===== config.mk =====
export PLATFORM = sky130hd
export DESIGN_NAME = sp_link_ctrl
export DESIGN_NICKNAME = d
export VERILOG_FILES = /design/src/rtl/sp_link_pkg.sv /design/src/rtl/sp_minwait_timer.sv /design/src/rtl/sp_link_fsm.sv /design/src/rtl/sp_link_txdec.sv /design/src/rtl/sp_link_ctrl.sv
export SDC_FILE = /design/constraint.sdc
export NUM_CORES = 1
export LEC_CHECK = 0
export ABC_AREA = 1
export CAP_MARGIN = 20
export CORE_AREA = 2 2 39 41
export CTS_BUF_LIST = sky130_fd_sc_hd__clkbuf_2
export DETAILED_ROUTE_END_ITERATION = 10
export DIE_AREA = 0 0 41 43
export PLACE_DENSITY_LB_ADDON = 0.08
export SYNTH_ARGS = -nofsm -noshare
export SYNTH_HDL_FRONTEND = slang
export SYNTH_SLANG_ARGS = --single-unit

===== constraint.sdc =====
create_clock -name clk -period 4.3 [get_ports clk]
set_clock_uncertainty 0.1 [all_clocks]
set_input_delay 0.43 -clock clk [delete_from_list [all_inputs] [get_ports clk]]
set_output_delay 0.43 -clock clk [all_outputs]
set_load 0.1 [all_outputs]

===== src/rtl/sp_link_pkg.sv =====
package sp_link_pkg;

  typedef enum logic [2:0] {
    LS_DISABLED  = 3'd0,
    LS_WAIT_SYNC = 3'd1,
    LS_TRAINING  = 3'd2,
    LS_SEND_IDLE = 3'd3,
    LS_SEND_DATA = 3'd4
  } link_state_e;

  typedef enum logic [1:0] {
    TXM_SILENT    = 2'd0,
    TXM_IDLE      = 2'd1,
    TXM_IDLE_DATA = 2'd2
  } tx_mode_e;

  localparam int unsigned STATE_W = 3;
  localparam int unsigned TXM_W   = 2;

endpackage


===== src/rtl/sp_minwait_timer.sv =====
module sp_minwait_timer #(
  parameter int unsigned MINWAIT_CYC = 16
) (
  input  logic clk,
  input  logic rst_n,
  input  logic restart,
  input  logic run,
  output logic expired
);
  localparam int unsigned CW = (MINWAIT_CYC < 2) ? 1 : $clog2(MINWAIT_CYC);
  localparam logic [CW-1:0] LAST = CW'(MINWAIT_CYC - 1);

  logic [CW-1:0] cnt_q;

  assign expired = (cnt_q == LAST);

  // Count while running; hold on expiry; clear on each fresh entry.
  always_ff @(posedge clk or negedge rst_n) begin
    if (!rst_n)                cnt_q <= '0;
    else if (restart)          cnt_q <= '0;
    else if (run && !expired)  cnt_q <= cnt_q + 1'b1;
  end
endmodule


===== src/rtl/sp_link_fsm.sv =====
module sp_link_fsm
  import sp_link_pkg::*;
(
  input  logic        clk,
  input  logic        rst_n,
  input  logic        link_en,
  input  logic        is_master,
  input  logic        loc_rcvr_ok,
  input  logic        rem_rcvr_ok,
  input  logic        rx_synced,
  input  logic        timer_done,
  output link_state_e state_q,
  output logic        timer_restart,
  output logic        timer_run
);
  link_state_e state_d;
  logic        data_gate;

  // Master needs both receivers healthy; slave only needs the far end.
  assign data_gate = is_master ? (loc_rcvr_ok && rem_rcvr_ok) : rem_rcvr_ok;

  always_comb begin
    state_d = state_q;
    if (!link_en) begin
      state_d = LS_DISABLED;
    end else begin
      case (state_q)
        LS_DISABLED:  state_d = is_master ? LS_TRAINING : LS_WAIT_SYNC;
        LS_WAIT_SYNC: if (rx_synced)    state_d = LS_TRAINING;
        LS_TRAINING:  if (timer_done)   state_d = LS_SEND_IDLE;
        LS_SEND_IDLE: if (data_gate)    state_d = LS_SEND_DATA;
        LS_SEND_DATA: if (!loc_rcvr_ok) state_d = LS_TRAINING;
        default:                        state_d = LS_DISABLED;
      endcase
    end
  end

  assign timer_restart = (state_d == LS_TRAINING) && (state_q != LS_TRAINING);
  assign timer_run     = (state_q == LS_TRAINING);

  always_ff @(posedge clk or negedge rst_n) begin
    if (!rst_n) state_q <= LS_DISABLED;
    else        state_q <= state_d;
  end
endmodule


===== src/rtl/sp_link_txdec.sv =====
module sp_link_txdec
  import sp_link_pkg::*;
(
  input  link_state_e state_q,
  output tx_mode_e    tx_mode,
  output logic        link_up
);
  always_comb begin
    case (state_q)
      LS_TRAINING,
      LS_SEND_IDLE: tx_mode = TXM_IDLE;
      LS_SEND_DATA: tx_mode = TXM_IDLE_DATA;
      default:      tx_mode = TXM_SILENT;
    endcase
  end

  assign link_up = (state_q == LS_SEND_DATA);
endmodule


===== src/rtl/sp_link_ctrl.sv =====
module sp_link_ctrl
  import sp_link_pkg::*;
#(
  parameter int unsigned MINWAIT_CYC = 16
) (
  input  logic               clk,
  input  logic               rst_n,
  input  logic               link_en,
  input  logic               is_master,
  input  logic               loc_rcvr_ok,
  input  logic               rem_rcvr_ok,
  input  logic               rx_synced,
  output logic [TXM_W-1:0]   tx_mode,
  output logic               link_up,
  output logic [STATE_W-1:0] state
);
  link_state_e st;
  tx_mode_e    txm;
  logic        t_restart, t_run, t_done;

  sp_minwait_timer #(.MINWAIT_CYC(MINWAIT_CYC)) u_timer (
    .clk     (clk),
    .rst_n   (rst_n),
    .restart (t_restart),
    .run     (t_run),
    .expired (t_done)
  );

  sp_link_fsm u_fsm (
    .clk           (clk),
    .rst_n         (rst_n),
    .link_en       (link_en),
    .is_master     (is_master),
    .loc_rcvr_ok   (loc_rcvr_ok),
    .rem_rcvr_ok   (rem_rcvr_ok),
    .rx_synced     (rx_synced),
    .timer_done    (t_done),
    .state_q       (st),
    .timer_restart (t_restart),
    .timer_run     (t_run)
  );

  sp_link_txdec u_dec (
    .state_q (st),
    .tx_mode (txm),
    .link_up (link_up)
  );

  assign tx_mode = txm;
  assign state   = st;
endmodule


==> impl_metrics.env <==
export IMPL_outcome="completed"
export IMPL_slew_viol_final=0
export IMPL_gp_congestion=0.765
export IMPL_fmax_ghz=0.372
export IMPL_clk_pin_slew_ps=70
export IMPL_busiest_layer="met1"
export IMPL_gr_usage_met2_pct=15.0
export IMPL_yosysWarnings=0
export IMPL_synth_nets=81
export IMPL_rsz0062_at_grt="no"
export IMPL_dieArea_sq_um=1760
export IMPL_synthAdderAreaFrac_pct=2.49
export IMPL_dpl_cell_area_sq_um=643
export IMPL_synth_common_cells="nand2_1, inv_1, dfrtp_1"
export IMPL_drt_pass1_iter_count=4
export IMPL_final_util_pct=47.9
export IMPL_synthCells=73
export IMPL_max_slew_worst_pin_slew_ps=980
export IMPL_ir_drop_mv=0.204
export IMPL_synth_top_area_cell="dfrtp_1"
export IMPL_ys_seq_elements=7
export IMPL_initial_core_util_pct=36.3
export IMPL_synth_seq_area_share_pct=34.8
export IMPL_async_flop_share_pct=100
export IMPL_final_nets=98
export IMPL_cts_buffers=3
export IMPL_wl_per_cell_um=9.21
export IMPL_required_ps=3770
export IMPL_hold_ws_ps=356
export IMPL_coreArea_sq_um=1380
export IMPL_timing_final_crit_period_ps=2690
export IMPL_slew_limit_headroom_pct=34.5
export IMPL_vias=464
export IMPL_powerDensity_nw_per_um2=415
export IMPL_p_leak_nw=0.393
export IMPL_cts_sinks=7
export IMPL_hold_violations=0
export IMPL_postCtsSetupBuffers=0
export IMPL_synth_compound_area_share_pct=3.73
export IMPL_avgViaCountPerCell=4.42
export IMPL_worstPathArrival_ps=2160
export IMPL_ctsHtreeMaxLevel=1
export IMPL_ctsResizeCount=0
export IMPL_ioPinCount=13
export IMPL_io_buffers=12
export IMPL_use_met1_pct=23.0
export IMPL_clock_latency_ps=230
export IMPL_end_kind="output port"
export IMPL_setup_viol=0
export IMPL_synth_edf_count=0
export IMPL_fillers=143
export IMPL_cts_path_max_buffers=2
export IMPL_hp_class="in2async"
export IMPL_die_x_um=41
export IMPL_fin_area_sq_um=663
export IMPL_drt_iter0_markers=5
export IMPL_crit_fanout=6
export IMPL_synth_flop_cell="dfrtp_1"
export IMPL_hpwl_um=773
export IMPL_drc=0
export IMPL_num_rows=14
export IMPL_ys_top_cells_by_area="dfrtp_1, nand2_1, inv_1"
export IMPL_drive_gt1_share_pct=15.7
export IMPL_ant_nets=0
export IMPL_cts_tree="built"
export IMPL_use_met3_pct=3.14
export IMPL_synthSimpleGateAreaFrac_pct=40.5
export IMPL_syn2layout_area_growth_pct=31.8
export IMPL_grt_max_degree=8
export IMPL_die_h_um=43
export IMPL_synth_area_sq_um=503
export IMPL_p_total_w=0.000275
export IMPL_avgSynthCellArea_sq_um=6.89
export IMPL_gr_total_overflow=0
export IMPL_synth_top_family_by_area="simple AND/OR/NAND/NOR gates"
export IMPL_post_route_period_util_pct=62.6
export IMPL_fin_tns_setup_ps=0
export IMPL_criticalPathCategory="reg2out"
export IMPL_cts_hold_buf=0
export IMPL_grt_util_all_layers_pct=13.4
export IMPL_synthDistinctLibCells=18
export IMPL_cap_violations=0
export IMPL_routed_wl_um=967
export IMPL_yosysMostFrequentCell="nand2_1"
export IMPL_worst_setup_path_start_kind="flip-flop"
export IMPL_synth_xor_area_share_pct=3.48
export IMPL_synth_top_area_share_pct=34.8
export IMPL_grt_antenna_before_repair=0
export IMPL_grt_pass1_vias=382
export IMPL_diodes=0
export IMPL_grt_pass1_wl_mm=1.61
export IMPL_ctsRootBufferMaster="clkbuf_2"
export IMPL_muxShareOfSynthArea_pct=0
[critical path, cell delays in order (launching register included)]
cell and delay, ps:
dfrtp_1 470, nor2_2 150, nand2_1 100, inv_1 80, clkdlybuf4s50_1 1130
[layout by cell type, fill, tap and decap left out]
cell / n
nand4_1: 2
nand3_1: 3
nand4_2: 1
nor2_4: 2
nand2_2: 1
dfrtp_1: 7
nand2_4: 1
a32oi_1: 1
nand2_1: 22
xor2_1: 1
clkbuf_2: 4
nand3b_1: 1
nor2_1: 4
a21oi_1: 2
inv_1: 18
inv_2: 2
nor2_2: 3
ha_1: 1
xnor2_1: 1
clkdlybuf4s50_1: 12
[through the flow]
| stage | worst slack [ps] | cells |
|---|---|---|
| 3_3_place_gp | 1890 | 101 |
| 4_1_cts | 1610 | 105 |
| 6_report | 1610 | 105 |
| 2_1_floorplan | 1970 | 73 |
| 3_5_place_dp | 1880 | 101 |
| 5_1_grt | 1520 | 105 |
[registers in the layout, indices dropped and copies added (netlist names)]
register	count
u_timer.cnt_q	4
u_fsm.state_q	3
[kinds of logic (layout without fill, tap and decap cells)]
logic type	Yosys count	after routing
AOI/OAI and AO/OA	3	3
xor gates and xnor gates	2	2
adders and majority gates	1	1
buffers and inverters	20	36
DFF	7	7
and+or+nand+nor	40	40
[metal layers]
layer / part of all wire (%) / vias up
met4: 1.6 / 0
met5: 0 / -
met3: 4.1 / 2
met2: 38 / 9
li1: - / 248
met1: 56 / 205
[area by class of cell]
| cell class | instances | area, sq um | area share (%) |
|---|---|---|---|
| clock buffers | 4 | 20.0 | 3.02 |
| multi-input cells | 46 | 253 | 38.1 |
| repair buffers | 12 | 120 | 18.1 |
| flip-flops and latches | 7 | 175 | 26.4 |
| inverters | 20 | 75.1 | 11.3 |
| well taps | 16 | 20.0 | 3.02 |
[worst paths after layout]
path | depth (start not counted) | startpoint | slack [ps] | to
worst max-delay path | 4 | u_fsm.state_q[0] | 1610 | tx_mode[1]
worst min-delay path | 1 | rst_n | 360 | u_fsm.state_q[2]
worst max register to register | 9 | u_timer.cnt_q[0] | 2760 | u_timer.cnt_q[1]
worst min register to register | 3 | u_timer.cnt_q[2] | 500 | u_timer.cnt_q[2]
max in group asynchronous | 1 | rst_n | 3500 | u_timer.cnt_q[1]
min in group clk | 3 | u_timer.cnt_q[2] | 500 | u_timer.cnt_q[2]
[report_power, final]
part / leakage, nW / switching [W] / total [W] / internal, W
clock: 0.0166 / 0.0000241 / 0.0000488 / 0.0000247
sequential: 0.0931 / 0.0000182 / 0.000101 / 0.0000829
combinational: 0.284 / 0.0000819 / 0.000125 / 0.0000433
No activity file was read; power rests on OpenSTA's default activity.
